`src/rtl/irq_front_pkg.sv`:
```
package irq_front_pkg;

    typedef enum logic [1:0] {
        IRQ_NONE     = 2'd0,
        IRQ_MASKABLE = 2'd1,
        IRQ_NONMASK  = 2'd2,
        IRQ_MGMT     = 2'd3
    } irq_kind_e;

    typedef enum logic [1:0] {
        LS_IDLE         = 2'd0,
        LS_WAIT_ACK     = 2'd1,
        LS_IN_SERVICE   = 2'd2,
        LS_SERVICE_HELD = 2'd3
    } latch_state_e;

endpackage

```
`src/rtl/irq_pin_sampler.sv`:
```
module irq_pin_sampler #(
    parameter bit IDLE_LEVEL = 1'b0,
    parameter bit ACT_RISE   = 1'b1
) (
    input  logic clk,
    input  logic rst_n,
    input  logic pin_i,
    output logic lvl_o,
    output logic edge_o
);

    logic smp_q;
    logic prev_q;

    // Two-stage history; reset to the idle level so no false edge appears.
    always_ff @(posedge clk or negedge rst_n) begin
        if (!rst_n) begin
            smp_q  <= IDLE_LEVEL;
            prev_q <= IDLE_LEVEL;
        end else begin
            smp_q  <= pin_i;
            prev_q <= smp_q;
        end
    end

    assign lvl_o = smp_q;

    generate
        if (ACT_RISE) begin : g_rise
            assign edge_o = smp_q & ~prev_q;
        end else begin : g_fall
            assign edge_o = ~smp_q & prev_q;
        end
    endgenerate

endmodule

```
`src/rtl/irq_latch_fsm.sv`:
```
module irq_latch_fsm
    import irq_front_pkg::*;
(
    input  logic clk,
    input  logic rst_n,
    input  logic edge_i,
    input  logic take_i,
    input  logic done_i,
    output logic req_o,
    output logic busy_o
);

    latch_state_e state_q;
    latch_state_e state_d;

    always_ff @(posedge clk or negedge rst_n) begin
        if (!rst_n) begin
            state_q <= LS_IDLE;
        end else begin
            state_q <= state_d;
        end
    end

    always_comb begin
        state_d = state_q;
        unique case (state_q)
            LS_IDLE: begin
                if (edge_i) state_d = LS_WAIT_ACK;
            end
            LS_WAIT_ACK: begin
                // a second edge while waiting is dropped; one during accept is kept
                if (take_i) state_d = edge_i ? LS_SERVICE_HELD : LS_IN_SERVICE;
            end
            LS_IN_SERVICE: begin
                if (done_i)      state_d = edge_i ? LS_WAIT_ACK : LS_IDLE;
                else if (edge_i) state_d = LS_SERVICE_HELD;
            end
            LS_SERVICE_HELD: begin
                if (done_i) state_d = LS_WAIT_ACK;
            end
            default: state_d = LS_IDLE;
        endcase
    end

    always_comb begin
        req_o  = 1'b0;
        busy_o = 1'b0;
        unique case (state_q)
            LS_IDLE:         begin req_o = 1'b0; busy_o = 1'b0; end
            LS_WAIT_ACK:     begin req_o = 1'b1; busy_o = 1'b0; end
            LS_IN_SERVICE:   begin req_o = 1'b0; busy_o = 1'b1; end
            LS_SERVICE_HELD: begin req_o = 1'b0; busy_o = 1'b1; end
            default:         begin req_o = 1'b0; busy_o = 1'b0; end
        endcase
    end

    // A request may only appear after an edge or a return pulse
    assert_req_has_cause_R10: assert property (@(posedge clk) disable iff (!rst_n)
        $rose(req_o) |-> ($past(edge_i) || $past(done_i)));

endmodule

```
`src/rtl/irq_nest_ctr.sv`:
```
module irq_nest_ctr #(
    parameter int NEST_MAX = 7
) (
    input  logic clk,
    input  logic rst_n,
    input  logic push_i,
    input  logic pop_i,
    output logic full_o,
    output logic nonzero_o
);

    localparam int NEST_W = $clog2(NEST_MAX + 1);

    logic [NEST_W-1:0] depth_q;

    always_ff @(posedge clk or negedge rst_n) begin
        if (!rst_n) begin
            depth_q <= '0;
        end else if (push_i && !pop_i && !full_o) begin
            depth_q <= depth_q + 1'b1;
        end else if (pop_i && !push_i && nonzero_o) begin
            depth_q <= depth_q - 1'b1;
        end
    end

    assign full_o    = (depth_q == NEST_W'(NEST_MAX));
    assign nonzero_o = (depth_q != '0);

    // Depth never passes the configured nesting limit
    assert_depth_cap_R7: assert property (@(posedge clk) disable iff (!rst_n)
        depth_q <= NEST_W'(NEST_MAX));

    // A resume with nothing open leaves the counter at zero
    assert_no_underflow_R7: assert property (@(posedge clk) disable iff (!rst_n)
        (pop_i && !push_i && depth_q == '0) |=> (depth_q == '0));

endmodule

```
`src/rtl/irq_front.sv`:
```
module irq_front
    import irq_front_pkg::*;
#(
    parameter int               VEC_W         = 8,
    parameter logic [VEC_W-1:0] NMI_VEC       = 'h02,
    parameter logic [VEC_W-1:0] MGMT_VEC      = 'hF0,
    parameter int               MGMT_NEST_MAX = 7
) (
    input  logic             clk,
    input  logic             rst_n,
    input  logic             mask_pin_i,
    input  logic             nmi_pin_i,
    input  logic             mgmt_pin_n_i,
    input  logic             int_flag_i,
    input  logic             mgmt_level_mode_i,
    input  logic             mgmt_en_i,
    input  logic             iret_i,
    input  logic             rsm_i,
    input  logic [VEC_W-1:0] ext_vec_i,
    output logic             req_valid_o,
    input  logic             req_accept_i,
    output logic [1:0]       req_kind_o,
    output logic [VEC_W-1:0] req_vec_o,
    output logic             mgmt_active_o
);

    logic      mask_lvl_q;
    logic      nmi_lvl;
    logic      nmi_edge;
    logic      mgmt_lvl_n;
    logic      mgmt_edge;
    logic      nmi_req;
    logic      nmi_busy;
    logic      cmp_req;
    logic      cmp_busy;
    logic      cmp_edge_ok;
    logic      nest_full;
    logic      nest_open;
    logic      lvl_req;
    logic      mgmt_req;
    logic      mask_req;
    logic      take_mgmt;
    irq_kind_e kind;

    always_ff @(posedge clk or negedge rst_n) begin
        if (!rst_n) mask_lvl_q <= 1'b0;
        else        mask_lvl_q <= mask_pin_i;
    end

    irq_pin_sampler #(.IDLE_LEVEL(1'b0), .ACT_RISE(1'b1)) u_nmi_smp (
        .clk    (clk),
        .rst_n  (rst_n),
        .pin_i  (nmi_pin_i),
        .lvl_o  (nmi_lvl),
        .edge_o (nmi_edge)
    );

    irq_pin_sampler #(.IDLE_LEVEL(1'b1), .ACT_RISE(1'b0)) u_mgmt_smp (
        .clk    (clk),
        .rst_n  (rst_n),
        .pin_i  (mgmt_pin_n_i),
        .lvl_o  (mgmt_lvl_n),
        .edge_o (mgmt_edge)
    );

    irq_latch_fsm u_nmi_latch (
        .clk    (clk),
        .rst_n  (rst_n),
        .edge_i (nmi_edge),
        .take_i (req_accept_i && kind == IRQ_NONMASK),
        .done_i (iret_i),
        .req_o  (nmi_req),
        .busy_o (nmi_busy)
    );

    assign cmp_edge_ok = mgmt_edge && mgmt_en_i && !mgmt_level_mode_i;
    assign take_mgmt   = req_accept_i && kind == IRQ_MGMT;

    irq_latch_fsm u_mgmt_latch (
        .clk    (clk),
        .rst_n  (rst_n),
        .edge_i (cmp_edge_ok),
        .take_i (take_mgmt && cmp_req),
        .done_i (rsm_i),
        .req_o  (cmp_req),
        .busy_o (cmp_busy)
    );

    irq_nest_ctr #(.NEST_MAX(MGMT_NEST_MAX)) u_mgmt_nest (
        .clk       (clk),
        .rst_n     (rst_n),
        .push_i    (take_mgmt && !cmp_req),
        .pop_i     (rsm_i),
        .full_o    (nest_full),
        .nonzero_o (nest_open)
    );

    assign lvl_req  = mgmt_en_i && mgmt_level_mode_i && !mgmt_lvl_n && !nest_full;
    assign mgmt_req = cmp_req || lvl_req;
    assign mask_req = mask_lvl_q && int_flag_i;

    always_comb begin
        if (mgmt_req) begin
            kind      = IRQ_MGMT;
            req_vec_o = MGMT_VEC;
        end else if (nmi_req) begin
            kind      = IRQ_NONMASK;
            req_vec_o = NMI_VEC;
        end else if (mask_req) begin
            kind      = IRQ_MASKABLE;
            req_vec_o = ext_vec_i;
        end else begin
            kind      = IRQ_NONE;
            req_vec_o = '0;
        end
    end

    assign req_kind_o    = kind;
    assign req_valid_o   = (kind != IRQ_NONE);
    assign mgmt_active_o = cmp_busy || nest_open;

    // Maskable kind is never presented with the flag clear
    assert_mask_needs_flag_R2: assert property (@(posedge clk) disable iff (!rst_n)
        (req_valid_o && req_kind_o == IRQ_MASKABLE) |-> int_flag_i);

    // Non-maskable request rises only after the sampled pin was high
    assert_nmi_from_rise_R3: assert property (@(posedge clk) disable iff (!rst_n)
        $rose(nmi_req) |-> ($past(nmi_lvl) || $past(iret_i)));

    // Accepted non-maskable request is not presented again next cycle
    assert_nmi_blocked_R4: assert property (@(posedge clk) disable iff (!rst_n)
        (req_accept_i && req_kind_o == IRQ_NONMASK && !nmi_busy)
            |=> !(req_valid_o && req_kind_o == IRQ_NONMASK));

    // An unaccepted non-maskable request is never demoted
    assert_nmi_sticky_R10: assert property (@(posedge clk) disable iff (!rst_n)
        (req_valid_o && req_kind_o == IRQ_NONMASK && !req_accept_i)
            |=> (req_valid_o && (req_kind_o == IRQ_NONMASK || req_kind_o == IRQ_MGMT)));

    // Level-mode management request requires the enable
    assert_mgmt_gated_R8: assert property (@(posedge clk) disable iff (!rst_n)
        (req_valid_o && req_kind_o == IRQ_MGMT && mgmt_level_mode_i && !cmp_req) |-> mgmt_en_i);

    // Accepted management request marks a running handler
    assert_mgmt_active_R9: assert property (@(posedge clk) disable iff (!rst_n)
        (req_accept_i && req_kind_o == IRQ_MGMT && !rsm_i) |=> mgmt_active_o);

endmodule

```
`config.mk`:
```
export PLATFORM = sky130hd
export DESIGN_NAME = irq_front
export DESIGN_NICKNAME = d
export VERILOG_FILES = /design/src/rtl/irq_front_pkg.sv /design/src/rtl/irq_pin_sampler.sv /design/src/rtl/irq_latch_fsm.sv /design/src/rtl/irq_nest_ctr.sv /design/src/rtl/irq_front.sv
export SDC_FILE = /design/constraint.sdc
export NUM_CORES = 1
export LEC_CHECK = 0
export CAP_MARGIN = 20
export CORE_MARGIN = 2
export CORE_UTILIZATION = 50
export DETAILED_ROUTE_END_ITERATION = 12
export GPL_ROUTABILITY_DRIVEN = 0
export PLACE_DENSITY = 0.87
export SYNTH_ARGS = -nofsm -noshare
export SYNTH_HDL_FRONTEND = slang
export SYNTH_HIERARCHICAL = 1
export SYNTH_SLANG_ARGS = --single-unit
```
`constraint.sdc`:
```
create_clock -name clk -period 4.4 [get_ports clk]
set_input_delay 0.88 -clock clk [delete_from_list [all_inputs] [get_ports clk]]
set_output_delay 0.88 -clock clk [all_outputs]
set_load 0.01 [all_outputs]
```
Word level (Yosys, flattened, before mapping)
Cells that the tools add are included.
{ "word_totals": {"wordCells": 91, "input_bits": 19, "output_inout_bits": 12, "regBits": 12} }
{ "classes": {"addsub": 2, "n_bitwise": 4, "n_reduce_logical": 33, "mux": 27, "n_eq_ne": 17} }
{ "op_table": {"columns": ["cell", "count"], "rows": [
  ["$mux W2", 12],
  ["$mux W8", 3],
  ["$pmux W2 S4", 2],
  ["$logic_and A1 B1 Y1", 14],
  ["$eq A2 B2 Y1 const B", 6],
  ["$ne A2 B1 Y1 const B", 4],
  ["$reduce_and A4 Y1", 2],
  ["$logic_not A1 Y1", 6],
  ["$mux W3", 2],
  ["$ne A3 B2 Y1 const B", 2],
  ["$pmux W1 S2", 3],
  ["$reduce_or A3 Y1", 2],
  ["$mux W1", 5],
  ["$eq A2 B1 Y1 const B", 2],
  ["$logic_not A2 Y1", 2],
  ["$ne A2 B2 Y1 const B", 2],
  ["$reduce_bool A2 Y1", 2],
  ["$reduce_or A2 Y1", 2],
  ["$add A3 B1 Y3 const B", 1],
  ["$eq A3 B3 Y1 const B", 1],
  ["$reduce_bool A3 Y1", 1],
  ["$sub A3 B1 Y3 const B", 1],
  ["$and A1 B1 Y1", 2],
  ["$logic_or A1 B1 Y1", 2],
  ["$not A1 Y1", 2]
]} }

Logic depth before layout (Yosys ltp)
{ "logic_depth": {"ltp_word": 13, "mapped_depth": 11, "depth_no_buf": 10} }

Cells and area by module
Netlist, hierarchy kept.
{ "by_module_without_submodules": {"columns": ["mod", "instances", "seq_area_each_um2", "cells_each", "area_each_um2"], "rows": [
  ["irq_latch_fsm", 2, 50.0, 21, 229.0],
  ["irq_nest_ctr", 1, 75.1, 31, 285.3],
  ["irq_front", 1, 25.0, 29, 234.0],
  ["irq_pin_sampler at u_mgmt_smp", 1, 52.6, 3, 66.3],
  ["irq_pin_sampler at u_nmi_smp", 1, 50.0, 3, 63.8]
]} }

Worst setup path after synthesis
OpenSTA, ideal clock, no wires.
{ "synth_path": {"path_kind": "input to register", "start": "input port mgmt_en_i", "end": "register u_mgmt_nest.depth_q[1]", "path_stages": 9, "n_path_buf": 1, "t_required_ns": 4.269, "setup_ns": 0.131, "t_arrival_ns": 2.840, "path_slack_ns": 1.430, "cell_sequence": "and4bb_4 -> and3_1 -> buf_6 -> nor2b_1 -> nand2b_1 -> fa_1 -> or3b_1 -> a21oi_1 -> a211oi_1"} }
{ "synth_between": {"elab_chain_cells": 12, "elab_cells_between_ends": 15, "classes_between": "1 x eq/ne; 2 x mux; 12 x reduce/logical"} }
{ "synth_rtl": {"columns": ["element", "line_no", "rtl"], "rows": [
  ["from (decl)", "irq_front.sv:16", "input logic mgmt_en_i,"],
  ["$logic_and A1 B1 Y1 (*) (3 in a row)", "irq_front.sv:98", "assign lvl_req = mgmt_en_i && mgmt_level_mode_i && !mgmt_lvl_n && !nest_full;"],
  ["$logic_or A1 B1 Y1 (*)", "irq_front.sv:99", "assign mgmt_req = cmp_req || lvl_req;"],
  ["$mux W2 (*)", "irq_front.sv:103", "if (mgmt_req) begin"],
  ["$eq A2 B2 Y1 (*)", "irq_front.sv:77", "assign take_mgmt = req_accept_i && kind == IRQ_MGMT;"],
  ["$logic_and A1 B1 Y1 (*)", "irq_front.sv:77", null],
  ["$logic_and A1 B1 Y1 (*)", "irq_front.sv:92", ".push_i (take_mgmt && !cmp_req),"],
  ["$logic_not A1 Y1", "irq_nest_ctr.sv:21", "end else if (pop_i && !push_i && nonzero_o) begin"],
  ["$logic_and A1 B1 Y1 (2 in a row)", "irq_nest_ctr.sv:21", null],
  ["$reduce_bool A2 Y1 (no source line)", null, null],
  ["to (signal assigned)", "irq_nest_ctr.sv:20", "depth_q <= depth_q + 1'b1;"],
  ["to (signal assigned)", "irq_nest_ctr.sv:22", "depth_q <= depth_q - 1'b1;"],
  ["to (decl)", "irq_nest_ctr.sv:14", "logic [NEST_W-1:0] depth_q;"]
]} }
Mark *: on every way between the ends. The rest lies on a longest branch, timed or not.
A chain may end at the register's enable or synchronous reset.

Worst setup path after layout
Same ends and word-level chain as after synthesis.

==> impl_metrics.json <==
{
  "cellPowerDensity_nw_per_um2": 574.3,
  "initial_core_util_pct": 54.38,
  "die_h_um": 50.66,
  "cp-start-kind": "primary input",
  "n_fill_cell": 149,
  "fin_nets": 171,
  "setup_viol": 0,
  "cts_tree": "yes",
  "die_w_um": 50.66,
  "cts_max_level": 1,
  "post-route-drc-count": 0,
  "max_freq_ghz": 0.2817,
  "worstPathArrival_ns": 3.72,
  "clk-insertion-delay-late_ns": 0.29,
  "drt_iter0_drc": 15,
  "final_common_cell": "clkdlybuf4s50_1",
  "worstRegToRegCells": 9,
  "whs_path_depth": 0,
  "slew_headroom_pct": 62.97,
  "hold_end": "u_nmi_smp/prev_q",
  "rsz0062_at_grt": "false",
  "regToRegStartpoint": "u_mgmt_nest/depth_q[1]",
  "fin_setup_tns_ns": 0,
  "final_hold_viol_count": 0,
  "r2r_setup_slack_ns": 1.16,
  "cp-end-kind": "register",
  "antenna_found_initial": 0,
  "grt_pass1_vias": 903,
  "place_area_um2": 1411,
  "dpl.hpwl_mm": 1.855,
  "dpl_worst_slack_ns": 0.5847,
  "wirelength_mm": 2.336,
  "grt_remaining_overflow": 0,
  "drtPass1Iterations": 4,
  "hold_class": "register to register",
  "drv_slew": 0,
  "skew_ns": 0.009859,
  "diodes": 0,
  "rows": 16,
  "critPathKind": "primary input to register",
  "hp-start": "u_nmi_smp/lvl_o",
  "status": "complete, no violations",
  "vias": 918,
  "grt_pass1_wl_mm": 3.953,
  "peakVddDrop_uv": 389.6,
  "ctsHoldBuffers": 0,
  "clockBufferDepth": 2,
  "period_share_pct": 80.68,
  "grt_usage_pct": 21.04,
  "path_clk_slew_ns": 0.08,
  "postRouteAntennaNets": 0,
  "period_needed_ns": 3.550,
  "drive_gt1_share_pct": 17.27,
  "syn_inst": 106,
  "numCtsBuffers": 3,
  "required_ns": 4.57,
  "seq_area_um2": 302.8,
  "dieArea_um2": 2566,
  "tightestPinTransition_ns": 0.5537,
  "maxCapViolCount": 0,
  "final_util_pct": 72.31,
  "cts_setup_buffers": 0,
  "grt_max_degree": 13,
  "synth_warnings": 6,
  "viasPerCell": 5.530,
  "syn_area_um2": 1089,
  "wl_per_cell_um": 14.07,
  "finalInstanceArea_um2": 1448,
  "syn_to_final_growth_pct": 32.99,
  "synth_nets": 137,
  "port_buffers": 30,
  "clock-sinks": 12,
  "leakage_nw": 0.6305,
  "final_cell_mix": "clkdlybuf4s50_1 (30), ha_1 (11), inv_1 (10), dfrtp_1 (10), nand2b_1 (5)",
  "avgSynthCellArea_um2": 10.27,
  "fin_ws_ns": 0.8503,
  "crit_fanout": 10,
  "multi_input_area_um2": 733.2,
  "core_um2": 2002,
  "cts_root_buffer": "clkbuf_4",
  "cts_resized": 0,
  "io_pins": 31,
  "reg2reg_to": "u_mgmt_nest/depth_q[1]"
}
==> state kept, by name, indices dropped and copies added, names as in the netlist <==
register              cells
u_nmi_smp/prev_q          1
u_mgmt_smp/lvl_o          1
u_mgmt_nest/depth_q       3
u_nmi_latch/state_q       2
u_mgmt_latch/state_q      2
u_mgmt_smp/prev_q         1
mask_lvl_q                1
u_nmi_smp/lvl_o           1
==> through the flow <==
stage	std cells	total power, mW	hold slack (ns)
floorplan	106	0.5584	0.3544
global placement	162	0.7152	0.3701
detailed placement	162	0.7423	0.3746
CTS	166	0.8380	0.3978
global route	166	0.9056	0.4080
finish	166	0.8314	0.3865
==> report_power, final <==
group          internal, mW  switching (mW)
Sequential            0.145          0.0545
Combinational         0.301           0.238
Clock                0.0505          0.0419
Total                 0.497           0.334
==> how the worst max path moves through the flow <==
stage	end	slack [ns]	depth (start not counted)	startpoint
3_5_place_dp	u_mgmt_nest/depth_q[1]	0.58	9	mgmt_en_i
5_1_grt	u_mgmt_nest/depth_q[1]	0.70	9	mgmt_en_i
2_1_floorplan	u_mgmt_nest/depth_q[1]	1.43	9	mgmt_en_i
3_3_place_gp	u_mgmt_nest/depth_q[1]	0.78	9	mgmt_en_i
6_report	u_mgmt_nest/depth_q[1]	0.85	9	mgmt_en_i
4_1_cts	u_mgmt_nest/depth_q[1]	0.89	9	mgmt_en_i
==> area by class of cell <==
class / instances / area share [%]
Multi-Input combinational cell: 82 / 50.65
Sequential cell: 12 / 20.92
Timing Repair Buffer: 30 / 20.74
Inverter: 11 / 2.852
Clock buffer: 4 / 2.506
Tap cell: 27 / 2.334
==> layer usage <==
layer,part of all wire [%],up-vias,global-route usage (%)
met4,2.2,0,9.910
met2,47,39,37.28
met3,6.4,7,5.952
met5,0,-,0
li1,-,450,-
met1,45,422,22.95
==> worst max-delay path: stages <==
cell             delay, ns
clkdlybuf4s50_1       0.52
and4bb_4              0.31
and3_1                0.35
nor2b_1               0.34
nand2b_1              0.13
fa_1                  0.54
or3b_1                0.38
a21oi_1               0.19
a211oi_1              0.07
(Power assumes the default switching activity.)
